## src/rtl/pci_dperr_pkg.sv

```systemverilog
package pci_dperr_pkg;
  // one in-flight data phase awaiting its parity bit
  typedef struct packed {
    logic qual;     // phase is checked in its role
    logic par_calc; // XOR of AD and C/BE# in the phase
  } dphase_t;
endpackage

```

## src/rtl/pci_dperr_parity.sv

```systemverilog
module pci_dperr_parity #(
  parameter int unsigned VEC_W  = 36,
  parameter int unsigned LANE_W = 8
) (
  input  logic [VEC_W-1:0] vec_i,
  output logic             par_o
);
  localparam int unsigned LANES = (VEC_W + LANE_W - 1) / LANE_W;
  localparam int unsigned PAD_W = LANES * LANE_W;

  logic [PAD_W-1:0] pad;
  logic [LANES-1:0] lane_par;

  assign pad = {{(PAD_W-VEC_W){1'b0}}, vec_i};

  for (genvar l = 0; l < LANES; l++) begin : g_lane
    assign lane_par[l] = ^pad[l*LANE_W +: LANE_W];
  end

  assign par_o = ^lane_par;
endmodule

```

## src/rtl/pci_dperr_qual.sv

```systemverilog
module pci_dperr_qual (
  input  logic data_valid_i,
  input  logic tgt_claim_i,
  input  logic mst_own_i,
  input  logic rd_i,
  output logic qual_o
);
  logic tgt_chk, mst_chk;
  assign tgt_chk = tgt_claim_i & ~rd_i; // target: claimed writes
  assign mst_chk = mst_own_i & rd_i;    // master: own reads
  assign qual_o  = data_valid_i & (tgt_chk | mst_chk);
endmodule

```

## src/rtl/pci_dperr_drive.sv

```systemverilog
module pci_dperr_drive (
  input  logic clk_i,
  input  logic rst_ni,
  input  logic fire_i,
  input  logic en_i,
  output logic perr_no,
  output logic perr_oe_o
);
  logic perr_n_q, oe_q, assert_now;

  assign assert_now = fire_i & en_i;

  always_ff @(posedge clk_i or negedge rst_ni) begin
    if (!rst_ni) begin
      perr_n_q <= 1'b1;
      oe_q     <= 1'b0;
    end else begin
      perr_n_q <= ~assert_now;
      oe_q     <= assert_now | ~perr_n_q; // hold drive one clock past last low
    end
  end

  assign perr_no   = perr_n_q;
  assign perr_oe_o = oe_q;

  AST_LOW_IS_DRIVEN: assert property (@(posedge clk_i) disable iff (!rst_ni)
    !perr_no |-> perr_oe_o);
  AST_TAIL_DRIVEN: assert property (@(posedge clk_i) disable iff (!rst_ni)
    !perr_no |=> perr_oe_o);
  AST_RELEASE: assert property (@(posedge clk_i) disable iff (!rst_ni)
    (perr_no && $past(perr_no)) |-> !perr_oe_o);
  AST_PERR_NEEDS_EN: assert property (@(posedge clk_i) disable iff (!rst_ni)
    !perr_no |-> $past(en_i));
endmodule

```

## src/rtl/pci_dperr_status.sv

```systemverilog
module pci_dperr_status (
  input  logic clk_i,
  input  logic rst_ni,
  input  logic set_i,
  input  logic clr_i,
  output logic dpe_o
);
  logic dpe_q;

  always_ff @(posedge clk_i or negedge rst_ni) begin
    if (!rst_ni)    dpe_q <= 1'b0;
    else if (set_i) dpe_q <= 1'b1; // new error beats clear
    else if (clr_i) dpe_q <= 1'b0;
  end

  assign dpe_o = dpe_q;

  AST_DPE_STICKY: assert property (@(posedge clk_i) disable iff (!rst_ni)
    (dpe_o && !clr_i) |=> dpe_o);
  AST_SET_WINS: assert property (@(posedge clk_i) disable iff (!rst_ni)
    set_i |=> dpe_o);
endmodule

```

## src/rtl/pci_dperr_rpt.sv

```systemverilog
module pci_dperr_rpt
  import pci_dperr_pkg::*;
#(
  parameter int unsigned AD_W = 32,
  parameter int unsigned BE_W = 4
) (
  input  logic            clk_i,
  input  logic            rst_ni,
  input  logic [AD_W-1:0] ad_i,
  input  logic [BE_W-1:0] cbe_ni,
  input  logic            par_i,
  input  logic            data_valid_i,
  input  logic            tgt_claim_i,
  input  logic            mst_own_i,
  input  logic            rd_i,
  input  logic            perr_resp_en_i,
  input  logic            dpe_clr_i,
  output logic            perr_no,
  output logic            perr_oe_o,
  output logic            dpe_o
);
  localparam int unsigned VEC_W = AD_W + BE_W;

  logic    par_calc, qual, fire;
  dphase_t stg_q;

  pci_dperr_parity #(.VEC_W(VEC_W), .LANE_W(8)) u_parity (
    .vec_i ({cbe_ni, ad_i}),
    .par_o (par_calc)
  );

  pci_dperr_qual u_qual (
    .data_valid_i (data_valid_i),
    .tgt_claim_i  (tgt_claim_i),
    .mst_own_i    (mst_own_i),
    .rd_i         (rd_i),
    .qual_o       (qual)
  );

  // stage holds the phase until its PAR arrives next clock
  always_ff @(posedge clk_i or negedge rst_ni) begin
    if (!rst_ni) stg_q <= '0;
    else         stg_q <= '{qual: qual, par_calc: par_calc};
  end

  assign fire = stg_q.qual & (stg_q.par_calc ^ par_i);

  pci_dperr_drive u_drive (
    .clk_i     (clk_i),
    .rst_ni    (rst_ni),
    .fire_i    (fire),
    .en_i      (perr_resp_en_i),
    .perr_no   (perr_no),
    .perr_oe_o (perr_oe_o)
  );

  pci_dperr_status u_status (
    .clk_i  (clk_i),
    .rst_ni (rst_ni),
    .set_i  (fire),
    .clr_i  (dpe_clr_i),
    .dpe_o  (dpe_o)
  );

  AST_PERR_HAS_PHASE: assert property (@(posedge clk_i) disable iff (!rst_ni)
    !perr_no |-> $past(stg_q.qual));
  AST_PERR_SETS_DPE: assert property (@(posedge clk_i) disable iff (!rst_ni)
    !perr_no |-> dpe_o);
endmodule

```

## config.mk

```make
export PLATFORM = sky130hd
export DESIGN_NAME = pci_dperr_rpt
export DESIGN_NICKNAME = d
export VERILOG_FILES = /design/src/rtl/pci_dperr_pkg.sv /design/src/rtl/pci_dperr_parity.sv /design/src/rtl/pci_dperr_qual.sv /design/src/rtl/pci_dperr_drive.sv /design/src/rtl/pci_dperr_status.sv /design/src/rtl/pci_dperr_rpt.sv
export SDC_FILE = /design/constraint.sdc
export NUM_CORES = 1
export LEC_CHECK = 0
export ABC_AREA = 1
export BUFFER_PORTS_ARGS = -buffer_cell sky130_fd_sc_hd__buf_2
export CORE_ASPECT_RATIO = 1.25
export CORE_MARGIN = 5
export CORE_UTILIZATION = 41
export DETAILED_ROUTE_END_ITERATION = 10
export PLACE_DENSITY_LB_ADDON = 0.15
export SYNTH_ARGS = -nofsm -noshare
export SYNTH_HDL_FRONTEND = slang
export SYNTH_SLANG_ARGS = --single-unit
export TNS_END_PERCENT = 20
```

## constraint.sdc

```tcl
create_clock -name clk_i -period 0.8 [get_ports clk_i]
set_clock_uncertainty 0.05 [all_clocks]
set_input_delay 0.12 -clock clk_i [delete_from_list [all_inputs] [get_ports clk_i]]
set_output_delay 0.12 -clock clk_i [all_outputs]
set_load 0.05 [all_outputs]
```

Word level (Yosys, flattened, before mapping)
Index checks and enable logic that the tools add are counted.
{"block": "totals", "reg_bits": 5, "in_bits": 45, "out_inout_bits": 3, "elab_cells": 25}
{"block": "op_classes", "n_mux": 2, "bitwise_logic": 11, "n_reduce_logical": 7}
{"op": "parity 8 bit", "n": 5}
{"op": "AND 1 bit", "n": 5}
{"op": "parity 5 bit", "n": 1}
{"op": "NOT 1 bit", "n": 3}
{"op": "two-way mux 1 bit", "n": 2}
{"op": "bitwise OR 1 bit", "n": 2}
{"op": "nonzero test 2 bit", "n": 1}
{"op": "bitwise XOR 1 bit", "n": 1}

Depth between registers and ports, before layout
{"block": "logic_depth", "depth_word": 4, "depth_mapped": 13, "mapped_depth_nobuf": 13}

Modules after synthesis
A second synthesis with hierarchy kept.
{"block": "hier_totals", "hier_cells": 197, "hier_area_um2": 939.7}
{"module": "pci_dperr_parity", "instances": 1, "cells_each": 177, "area_per_inst_um2": 749.5, "seq_area_each_um2": 0.0}
{"module": "pci_dperr_rpt", "instances": 1, "cells_each": 6, "area_per_inst_um2": 65.1, "seq_area_each_um2": 50.0}
{"module": "pci_dperr_drive", "instances": 1, "cells_each": 4, "area_per_inst_um2": 63.8, "seq_area_each_um2": 51.3}
{"module": "pci_dperr_status", "instances": 1, "cells_each": 5, "area_per_inst_um2": 40.0, "seq_area_each_um2": 25.0}
{"module": "pci_dperr_qual", "instances": 1, "cells_each": 5, "area_per_inst_um2": 21.3, "seq_area_each_um2": 0.0}

Worst setup path before layout
No wires, ideal clock.
{"block": "synth_path", "path_type": "input -> register", "start": "input port ad_i[9]", "end": "register stg_q[0] (netlist bit)", "setup_time_ns": 0.116, "arrival_time_ns": 0.799, "t_required_ns": 0.634, "setup_slack_ns": -0.166, "cell_stages": 12, "n_path_buf": 0, "cell_sequence": "nor2_1 > inv_1 > nand2_1 > nand2_1 > nand2_1 > nand2_1 > nand2_1 > nand3_1 > nand2_1 > inv_1 > nand2_1 > nand2_1"}
{"block": "synth_between", "elab_chain_len": 2}
{"item": "start, declared", "line": "pci_dperr_rpt.sv:9", "rtl": "input logic [AD_W-1:0] ad_i,"}
{"item": "parity 8 bit", "line": "pci_dperr_parity.sv:17", "rtl": "assign lane_par[l] = ^pad[l*LANE_W +: LANE_W];"}
{"item": "parity 5 bit", "line": "pci_dperr_parity.sv:20", "rtl": "assign par_o = ^lane_par;"}
{"item": "named net par_calc", "line": "pci_dperr_rpt.sv:24", "rtl": "logic par_calc, qual, fire;"}
{"item": "end signal, assigned", "line": "pci_dperr_rpt.sv:43", "rtl": "else stg_q <= '{qual: qual, par_calc: par_calc};"}
{"item": "end, declared", "line": "pci_dperr_rpt.sv:25", "rtl": "dphase_t stg_q;"}
The timed path passes the listed nets, and every way through them passes these cells.
A chain may end at the register's enable or synchronous reset.

Worst setup path in the final report
{"block": "layout_path", "start": "register u_drive.perr_n_q (netlist: u_drive.perr_no)", "end": "output port perr_no"}
{"item": "start, declared", "line": "pci_dperr_drive.sv:9", "rtl": "logic perr_n_q, oe_q, assert_now;"}
{"item": "start signal, assigned", "line": "pci_dperr_drive.sv:18", "rtl": "perr_n_q <= ~assert_now;"}
{"item": "end, declared", "line": "pci_dperr_rpt.sv:18", "rtl": "output logic perr_no,"}
No word-level cell between the ends.

==> impl_metrics.env <==
export IMPL_drc=0
export IMPL_powerDensity_mw_per_mm2=1110
export IMPL_insertion_delay_ns=0.24
export IMPL_synthCells=193
export IMPL_synth_warnings=0
export IMPL_synth_seq_cells=5
export IMPL_critPathMaxStageDelay_ns=0.54
export IMPL_ctsHoldBuffers=1
export IMPL_coreArea_mm2=0.00219
export IMPL_rsz0062_at_grt="true"
export IMPL_vias=1165
export IMPL_max_freq_ghz=0.915
export IMPL_fin_setup_tns_ns=-0.748
export IMPL_drt_vias_per_instance=4.22
export IMPL_cp_data_arrival_time_ns=0.92
export IMPL_fin_nets=291
export IMPL_crit_path_top_delay_cell="dfstp_2"
export IMPL_avgSynthCellArea_um2=4.78
export IMPL_start_util=0.422
export IMPL_n_fill_cell=260
export IMPL_synth_cell_type_count=15
export IMPL_globalplace_congestion=0.714
export IMPL_cts_buffers=3
export IMPL_worstPathCellList="buf_8"
export IMPL_whs_path_depth=2
export IMPL_timing_hold_ws_ns=-0.0265
export IMPL_dp_hpwl_um=1650
export IMPL_fp_dieH_um=63.0
export IMPL_ant_nets=0
export IMPL_n_antenna_cell=0
export IMPL_layout_drive_gt1_share=0.273
export IMPL_worst_slew_pin_slew_ns=0.191
export IMPL_drt_first_pass_iters=4
export IMPL_synth_nets=238
export IMPL_min_period_ns=1.09
export IMPL_wirelength_um=1840
export IMPL_status="finished, violations left"
export IMPL_mappedNetlistArea_um2=922
export IMPL_portBuffers=47
export IMPL_drv_cap=0
export IMPL_drv_slew=0
export IMPL_final_hold_violation_count=1
export IMPL_tritoncts="yes"
export IMPL_dpl_cell_area_mm2=0.00123
export IMPL_utilization=0.597
export IMPL_slew_headroom=0.872
export IMPL_die_area_mm2=0.00330
export IMPL_wl_per_cell_um=6.65
export IMPL_p_leak_nw=0.894
export IMPL_violations="negative hold slack, negative setup slack"
export IMPL_multiInputGateArea_um2=723
export IMPL_drt_iter0_drc=14
export IMPL_cts_sinks=5
export IMPL_grt_max_degree=6
export IMPL_cpLargestDelayFamily="flip-flops"
export IMPL_grt_usage=0.119
export IMPL_path_clk_slew_ns=0.04
export IMPL_rr_worst_depth=4
export IMPL_path_max_fanout=2
export IMPL_hold_path_class="in -> reg"
export IMPL_setup_viol_count_final=5
export IMPL_grt_first_pass_wirelength_um=3190
export IMPL_clk_path_buf_depth=2
export IMPL_row_count=19
export IMPL_grt_overflow_total=0
export IMPL_end_kind="output port"
export IMPL_die_x_um=52.4
export IMPL_regArea_um2=128
export IMPL_fin_total_pwr_mw=1.44
export IMPL_path_depth=1
export IMPL_required_ns=0.63
export IMPL_critPathKind="reg -> out"
export IMPL_cts_max_level=1
export IMPL_start_kind="flop"
export IMPL_pin_count=48
export IMPL_cts_root_buf="clkbuf_4"
export IMPL_peakVddDrop_uv=623
export IMPL_period_share=1.37
export IMPL_antenna_found_initial=0
export IMPL_grt_pass1_vias=959
export IMPL_setup_slack_ns=-0.293
export IMPL_crit_buf_inv=1
export IMPL_area_delta_synth_final_pct=41.5
export IMPL_final_cell_area_mm2=0.00131
export IMPL_ys_seq_area_frac=0.137
==> Yosys cell counts <==
cell type  instances  area [µm²]
nor2_1             5        18.8
inv_1             28         105
o22ai_1            1        6.26
xnor2_1            6        52.6
inv_2              3        11.3
nand2_1          129         484
xor2_1             6        52.6
xnor2_2            1        16.3
dfstp_2            1        26.3
dfrtp_1            4         100
nand3_1            4        20.0
nor2_2             1        6.26
a21oi_1            1        5.00
o21ai_0            1        5.00
nand2_2            2        12.5
==> metrics by stage <==
step / cells / setup slack (ns)
global route: 276 / -0.326
finish: 276 / -0.293
floorplan: 193 / -0.156
global placement: 271 / -0.392
detailed placement: 271 / -0.419
CTS: 276 / -0.302
==> state kept, by name, indices dropped and copies added (netlist names) <==
| signal | count |
|---|---|
| u_drive.perr_no | 1 |
| u_status.dpe_o | 1 |
| stg_q | 2 |
| u_drive.perr_oe_o | 1 |
==> final cells by class <==
class	count	share of cell area
multi-input combinational	157	0.554
timing repair buffer	48	0.209
sequential	5	0.0978
inverter	31	0.0892
tap	31	0.0297
clock buffer	4	0.0201
==> per-layer routing <==
metal  up-vias  GRT usage  wire length [µm]
li1        660          -                 -
met1       474      0.130               749
met2        29      0.217               957
met3         2    0.00955               115
met4         0     0.0575                13
met5         -          0                 0
==> path summary, 6_finish.rpt <==
kind	startpoint	to	slack [ns]
max reg2reg	stg_q[0]	u_drive.perr_oe_o	-0.04
min	perr_resp_en_i	u_drive.perr_no	-0.03
max in group asynchronous	rst_ni	u_drive.perr_no	0.31
min reg2reg	u_drive.perr_no	u_drive.perr_oe_o	0.41
min in group asynchronous	rst_ni	u_drive.perr_oe_o	0.18
max	u_drive.perr_no	perr_no	-0.29
==> power by group <==
group          internal, mW  switching, mW  total, mW
clock                 0.188          0.101      0.290
sequential            0.308         0.0257      0.334
combinational         0.349          0.473      0.822
==> layout by cell type (no fill, tap or decap) <==
master and instances:
a21oi_1 1, buf_2 42, buf_4 2, buf_6 2
buf_8 1, clkbuf_1 1, clkbuf_4 3, dfrtp_1 3
dfrtp_2 1, dfstp_2 1, dlygate4sd3_1 1, inv_1 27
inv_2 4, nand2_1 126, nand2_2 3, nand2_4 1
nand2_8 1, nand3_1 3, nand3_2 1, nor2_1 2
nor2_2 3, nor2_4 1, o21ai_0 1, o22ai_1 1
xnor2_1 6, xnor2_2 1, xor2_1 6
==> kinds of logic (layout without fill, tap and decap cells) <==
kind of cell / count (synthesis) / in the layout / synth area share
and+or+nand+nor: 141 / 141 / 0.588
xor gates and xnor gates: 13 / 13 / 0.132
AOI/OAI and AO/OA: 3 / 3 / 0.0176
buffers and inverters: 31 / 83 / 0.126
DFF: 5 / 5 / 0.137
==> what timing repair did <==
action	CTS	global route
endpoints found under the hold margin	6	1
resized for setup	9	3
pin swaps	0	1
endpoints found under the setup margin	5	7
setup buffers	0	0
Power figures use the tool's default switching activity.
